$ cat config.mk
export PLATFORM = sky130hd
export DESIGN_NAME = wdog_action_timer
export DESIGN_NICKNAME = d
export VERILOG_FILES = /design/src/rtl/wdog_action_timer.sv
export SDC_FILE = /design/constraint.sdc
export NUM_CORES = 1
export LEC_CHECK = 0
export CAP_MARGIN = 20
export CORE_ASPECT_RATIO = 1.2
export CORE_MARGIN = 3
export CORE_UTILIZATION = 53
export CTS_CLUSTER_DIAMETER = 200
export DETAILED_ROUTE_END_ITERATION = 16
export PLACE_DENSITY = 0.85
export SYNTH_ARGS = -nofsm -noshare
export SYNTH_HDL_FRONTEND = slang
export SYNTH_SLANG_ARGS = --single-unit
$ cat constraint.sdc
create_clock -name clk -period 3.4 [get_ports clk]
set_input_delay 0.34 -clock clk [delete_from_list [all_inputs] [get_ports clk]]
set_output_delay 0.34 -clock clk [all_outputs]
set_load 0.01 [all_outputs]
$ cat src/rtl/wdog_action_timer.sv
module wdog_action_timer #(
  parameter int DATA_W      = 32,
  parameter int ADDR_W      = 3,
  parameter int SYNC_STAGES = 2,
  parameter int RST_HOLD    = 16
) (
  input  logic              clk,
  input  logic              por_n,
  input  logic              bus_sel,
  input  logic              bus_wr,
  input  logic [ADDR_W-1:0] bus_addr,
  input  logic [DATA_W-1:0] bus_wdata,
  output logic [DATA_W-1:0] bus_rdata,
  input  logic              ref_tick,
  output logic              irq,
  output logic              nmi,
  output logic              rst_req
);
  localparam logic [ADDR_W-1:0] CTRL_OFS  = ADDR_W'(0);
  localparam logic [ADDR_W-1:0] TIMER_OFS = ADDR_W'(4);
  localparam int HOLD_W = $clog2(RST_HOLD + 1);
  localparam logic [1:0] ACT_IRQ = 2'd1;
  localparam logic [1:0] ACT_NMI = 2'd2;
  localparam logic [1:0] ACT_RST = 2'd3;

  logic [1:0]              action;
  logic                    wd_flag;
  logic [DATA_W-1:0]       count;
  logic [SYNC_STAGES-1:0]  pvld;
  logic [DATA_W-1:0]       pval [SYNC_STAGES];
  logic [HOLD_W-1:0]       hold_cnt;

  wire wr_ctrl  = bus_sel && bus_wr && (bus_addr == CTRL_OFS);
  wire wr_timer = bus_sel && bus_wr && (bus_addr == TIMER_OFS);
  wire ld_fire  = pvld[SYNC_STAGES-1];
  wire armed    = (action != 2'd0);
  wire stepping = armed && ref_tick && (count != '0);
  wire expire   = !ld_fire && stepping && (count == DATA_W'(1));

  assign bus_rdata = (bus_addr == CTRL_OFS)  ? {wd_flag, {(DATA_W-3){1'b0}}, action} :
                     (bus_addr == TIMER_OFS) ? count : '0;

  always_ff @(posedge clk or negedge por_n) begin
    if (!por_n) action <= 2'd0;
    else if (wr_ctrl) action <= bus_wdata[1:0];
  end

  always_ff @(posedge clk or negedge por_n) begin
    if (!por_n) begin
      pvld <= '0;
      for (int s = 0; s < SYNC_STAGES; s++) pval[s] <= '0;
    end else begin
      pvld[0] <= wr_timer;
      pval[0] <= bus_wdata;
      for (int s = 1; s < SYNC_STAGES; s++) begin
        pvld[s] <= pvld[s-1];
        pval[s] <= pval[s-1];
      end
    end
  end

  always_ff @(posedge clk or negedge por_n) begin
    if (!por_n) count <= '0;
    else if (ld_fire) count <= pval[SYNC_STAGES-1];
    else if (stepping) count <= count - DATA_W'(1);
  end

  always_ff @(posedge clk or negedge por_n) begin
    if (!por_n) irq <= 1'b0;
    else if (ld_fire) irq <= 1'b0;
    else if (expire && action == ACT_IRQ) irq <= 1'b1;
  end

  always_ff @(posedge clk or negedge por_n) begin
    if (!por_n) nmi <= 1'b0;
    else nmi <= expire && (action == ACT_NMI);
  end

  always_ff @(posedge clk or negedge por_n) begin
    if (!por_n) begin
      rst_req  <= 1'b0;
      hold_cnt <= '0;
    end else if (expire && action == ACT_RST) begin
      rst_req  <= 1'b1;
      hold_cnt <= HOLD_W'(RST_HOLD - 1);
    end else if (rst_req) begin
      if (hold_cnt == '0) rst_req <= 1'b0;
      else hold_cnt <= hold_cnt - HOLD_W'(1);
    end
  end

  always_ff @(posedge clk or negedge por_n) begin
    if (!por_n) wd_flag <= 1'b0;
    else if (expire && action == ACT_RST) wd_flag <= 1'b1;
  end

  p_idle_hold_r4: assert property (@(posedge clk) disable iff (!por_n)
    (!armed && !ld_fire) |=> (count == $past(count)));
  p_no_wrap_r5: assert property (@(posedge clk) disable iff (!por_n)
    (count == '0 && !ld_fire) |=> (count == '0));
  p_irq_reload_r6: assert property (@(posedge clk) disable iff (!por_n)
    ld_fire |=> !irq);
  p_nmi_single_r7: assert property (@(posedge clk) disable iff (!por_n)
    nmi |=> !nmi);
  p_rst_flags_r8: assert property (@(posedge clk) disable iff (!por_n)
    rst_req |-> wd_flag);
  p_flag_sticky_r9: assert property (@(posedge clk) disable iff (!por_n)
    wd_flag |=> wd_flag);
  p_silent_r10: assert property (@(posedge clk) disable iff (!por_n)
    (!armed && !irq && !nmi && !rst_req) |=> (!nmi && !rst_req && !$rose(irq)));
endmodule

# Yosys cells after proc, flatten, opt, wreduce, memory -nomap -nowiden
# Index checks and enable logic that the tools add are counted.
# op_classes
reduce_logical,19
eq_ne,6
add_sub_neg,2
mux,12
# ops
operator,n
two-way mux 32 bit,4
== test 32 x 1 -> 1 bit (second input constant),1
nonzero test 32 bit,1
subtractor 32 x 1 -> 32 bit (second input constant),1
two-way mux 5 bit,3
logical AND 1 bit,10
nonzero test 2 bit,4
logical NOT 5 bit,1
two-way mux 1 bit,5
subtractor 5 x 1 -> 5 bit (second input constant),1
== test 2 bit (second input constant),2
== test 3 bit (second input constant),1
logical NOT 3 bit,1
== test 2 x 1 -> 1 bit (second input constant),1
!= test 2 bit (second input constant),1
AND reduction 2 bit,1
logical NOT 1 bit,1
# totals
inputBits,40
register_bits,109
out_inout_bits,35

# Logic depth before layout (Yosys ltp)
# depth
word_depth,8
depth_mapped,8
depth_no_buf,7

# Worst setup path before layout
# Ideal clock, no wire load.
# synth_timing
kind,flip-flop to flip-flop
start,register count[0]
end,register count[7]
slack_ns,0.980
path_stages_with_launch,8
t_arrival_ns,2.294
cell_sequence,dfrtp_1 -> inv_1 -> ha_1 -> or4b_2 -> nor4_4 -> a31oi_2 -> and3_1 -> a221o_1
# synth_via
elab_chain_len,3
word_cells_on_any_way,6
classes_between,add/sub (1); mux (2); reduce/logical (3)
# synth_lines
item,line,source
"start, declared",28,logic [DATA_W-1:0] count;
"start signal, assigned",64,else if (ld_fire) count <= pval[SYNC_STAGES-1];
"start signal, assigned",65,else if (stepping) count <= count - DATA_W'(1);
subtractor 32 x 1 -> 32 bit / nonzero test 32 bit (equally long branches),"65, 37",
two-way mux 32 bit / logical AND 1 bit (equally long branches),"65, 37",
two-way mux 32 bit / nonzero test 2 bit (equally long branches),n/a,
# Parallel ways exist; a longest one is shown, timed or not. The select of a mux whose other input is x is not followed.
# A chain may end at the register's enable or synchronous reset.

# Worst setup path after layout
# layout_timing
start,register count[0]
end,register count[17]
# The elaborated chain is that of the path after synthesis.

==> qor.csv <==
metric,value,unit
outcome,"complete, no violations",
initial antenna violation count,0,
diode count,0,
synthesized area,4589,µm²
global-route wire length before repair,17010,µm
All-Layer GR Usage,0.2192,
area delta synth->final,22.93,%
routed wire length,10160,µm
IO Count,75,
"Seq/Total Area, Yosys",0.5943,
Switching Share,0.3118,
"Hold Vio Cnt, Final",0,
die area,9816,µm²
Pre-Repair DR Iteration Count,4,
CP arrival,3.04,ns
crit path from,count[0]$_DFFE_PN0P_,
element type at the critical path end,register,
Max transition margin,0.4979,
Least-Margin Pin Slew,0.7475,ns
via count,3450,
Crit Reg-Reg Endpoint,count[17]$_DFFE_PN0P_,
Internal,2.089,mW
vias in the first global route,3461,
#FFs+latches synth,109,
largest net degree at the start of global routing,53,
"antenna viol nets, final",0,
DR iter-0 viols,207,
Num CTS Buffers,9,
crit start category,register,
clock sinks,109,
Yosys warnings,0,
Via density,5.740,
clock group share of total power,0.259,
Initial Utilization,0.5537,
FF-to-FF path depth,8,
f_max,362.6,MHz
kind of critical path,register to register,
Fillers,645,
I/O Buffers,74,
Async SR Flop Fraction,1.000,
Final GP Congestion,0.8927,
Final min period,2.758,ns
VDD IR-drop max,0.2712,mV
Post-synth top flop,dfrtp_1,
unrepaired setup endpoints after global routing,no,
hpwl dp,7213,µm
clock slew at reported path FFs,0.11,ns
H-tree levels,3,
total global routing overflow,0,
R2R Path Start,count[0]$_DFFE_PN0P_,
"Max FO, Critical Path",11,
power share of the combinational group,0.192,
post-route clock skew,0.01312,ns
Static Leak,2.334,nW
"Avg Cell Area, Syn",11.39,µm²
core area,8288,µm²
Synthesized Nets,447,
Final TNS setup,0,ns
Pwr Density,538.1,nW/µm²
clock insertion delay at the later pin of the skew report,0.38,ns
Hold Path Stages,0,
NetSw,0.9464,mW
Placed Area,5428,µm²
reg2reg setup slack,0.64,ns
fin. max-slew vios,0,
Post-synth EDFFs,0,
Hold Path End,pval[26]$_DFF_PN0_,
die width,90.95,µm
launch point of the worst hold path,pval[58]$_DFF_PN0_,
Syn Inst Count,403,
Root Driver,clkbuf_8,
chip height,107.9,µm
Nets,526,
CTS tree,yes,
Rows,36,
deepest clock path buffer count,2,
Max-Cap Viols,0,
share of cells above drive strength 1,0.1027,
Min-Delay Path Class,register to register,
DRC,0,
WL/cell,16.90,µm
WP data required,3.68,ns
design area,5642,µm²
"Distinct cells, synth",57,
endpoints failing setup,0,
Reg power frac,0.548,
Final Cycle Share,0.8111,
Post CTS Setup Buffer Count,0,
## cell type report
type / instances / area (µm²) / share of cell area
clock inverters: 6 / 71.32 / 0.01264
inverters: 15 / 56.30 / 0.009980
clock buffers: 10 / 127.6 / 0.02262
multi-input cells: 260 / 1680 / 0.2978
repair buffers: 87 / 835.8 / 0.1481
flip-flops and latches: 109 / 2728 / 0.4835
well taps: 114 / 142.6 / 0.02528
## critical path: stages (launching register included)
cell and delay [ns]:
dfrtp_1 0.47, inv_1 0.12, ha_1 0.22, or4b_2 0.64
nor4_4 0.20, a31oi_2 0.31, buf_4 0.27, a311o_2 0.35
o311ai_1 0.08
## layer usage
layer / wire length (µm) / up-vias / track usage
met5: 0 / - / 0
met4: 163 / 0 / 0.07866
met3: 521 / 16 / 0.04593
met2: 5262 / 119 / 0.3745
met1: 4211 / 1723 / 0.2782
li1: - / 1592 / -
## logic make-up (layout without fill, tap and decap cells)
logic type	count (synthesis)	after routing	synth area share
muxes	9	9	0.02099
buffers and inverters	34	118	0.04062
xor gates and xnor gates	18	18	0.03435
AOI/OAI and AO/OA	57	57	0.09106
adders and majority gates	4	4	0.01091
and+or+nand+nor	172	172	0.2077
DFF	109	109	0.5943
## power groups by stage
| stage | clock network (mW) | registers [mW] | logic (mW) |
|---|---|---|---|
| 4_1_cts | 0.807 | 1.66 | 0.585 |
| 5_1_grt | 0.861 | 1.69 | 0.648 |
| 3_3_place_gp | 0 | 1.68 | 0.555 |
| 2_1_floorplan | 0 | 1.61 | 0.403 |
| 6_report | 0.788 | 1.66 | 0.583 |
| 3_5_place_dp | 0 | 1.68 | 0.580 |
## sequential cells by signal, summed over array words and instances, names as in the netlist
name      flops
wd_flag       1
pval         64
irq           1
action        2
count        32
rst_req       1
pvld          2
nmi           1
hold_cnt      5
## synth_stat cells (2+ instances only)
cell type  number  share of area
mux2_2          5          0.012
xnor2_1        12          0.023
clkbuf_1        9         0.0074
a311o_2         3         0.0074
or2_2           2         0.0027
nor4_1         12          0.016
nand4_1        14          0.019
inv_1          15          0.012
ha_1            4          0.011
buf_6           6          0.015
a311oi_1        2         0.0038
nand2_1        34          0.028
and3_1          3         0.0041
o211ai_1        5         0.0082
mux2i_1         4         0.0087
or4_1           3         0.0049
xor2_1          6          0.011
o311ai_0        6          0.011
and2_1         31          0.042
nor3_1         18          0.020
o41ai_1         2         0.0038
nand3_1        13          0.014
dfrtp_1       109           0.59
or3_2           2         0.0033
a31oi_1        10          0.014
nand2b_1        3         0.0041
nor2_1         18          0.015
o21ai_0        16          0.017
or3_1           8          0.011
## worst max-delay path by stage
| stage | depth (start not counted) | slack (ns) | endpoint |
|---|---|---|---|
| finish | 8 | 0.64 | count[17]$_DFFE_PN0P_ |
| global route | 8 | 0.52 | count[17]$_DFFE_PN0P_ |
| CTS | 8 | 0.67 | count[17]$_DFFE_PN0P_ |
| detailed placement | 8 | 0.69 | count[17]$_DFFE_PN0P_ |
| global placement | 8 | 0.81 | count[17]$_DFFE_PN0P_ |
| floorplan | 7 | 0.98 | count[7]$_DFFE_PN0P_ |
## layout by cell type (no fill, tap or decap), types with 4 or more instances in the layout
cell	count
dfrtp_1	109
nor3_1	18
clkdlybuf4s50_1	73
ha_1	4
or3_1	8
mux2i_1	4
o211ai_1	5
xnor2_1	12
and2_1	31
o21ai_0	16
clkbuf_8	9
a31oi_1	10
o311ai_0	6
buf_4	12
inv_1	15
nand4_1	14
xor2_1	6
nand2_1	34
nor2_1	18
nor4_1	12
mux2_2	5
nand3_1	13
## repair_timing
action / in CTS / in global routing
endpoints found under the hold margin: 41 / 0
hold buffers: 1 / 0
gates resized for setup: 0 / 0
## through the flow
step	power, mW	instances	utilization	hold slack [ns]	setup WS [ns]
after floorplan	2.011	403	-	0.04441	0.9795
after global placement	2.232	583	0.6549	0.3318	0.8086
after detailed placement	2.265	583	0.6549	0.3371	0.6876
after CTS	3.052	600	0.6801	0.3589	0.6656
after global routing	3.203	601	0.6807	0.3575	0.5187
final	3.036	601	0.6807	0.3575	0.6422
(Power assumes the default switching activity.)
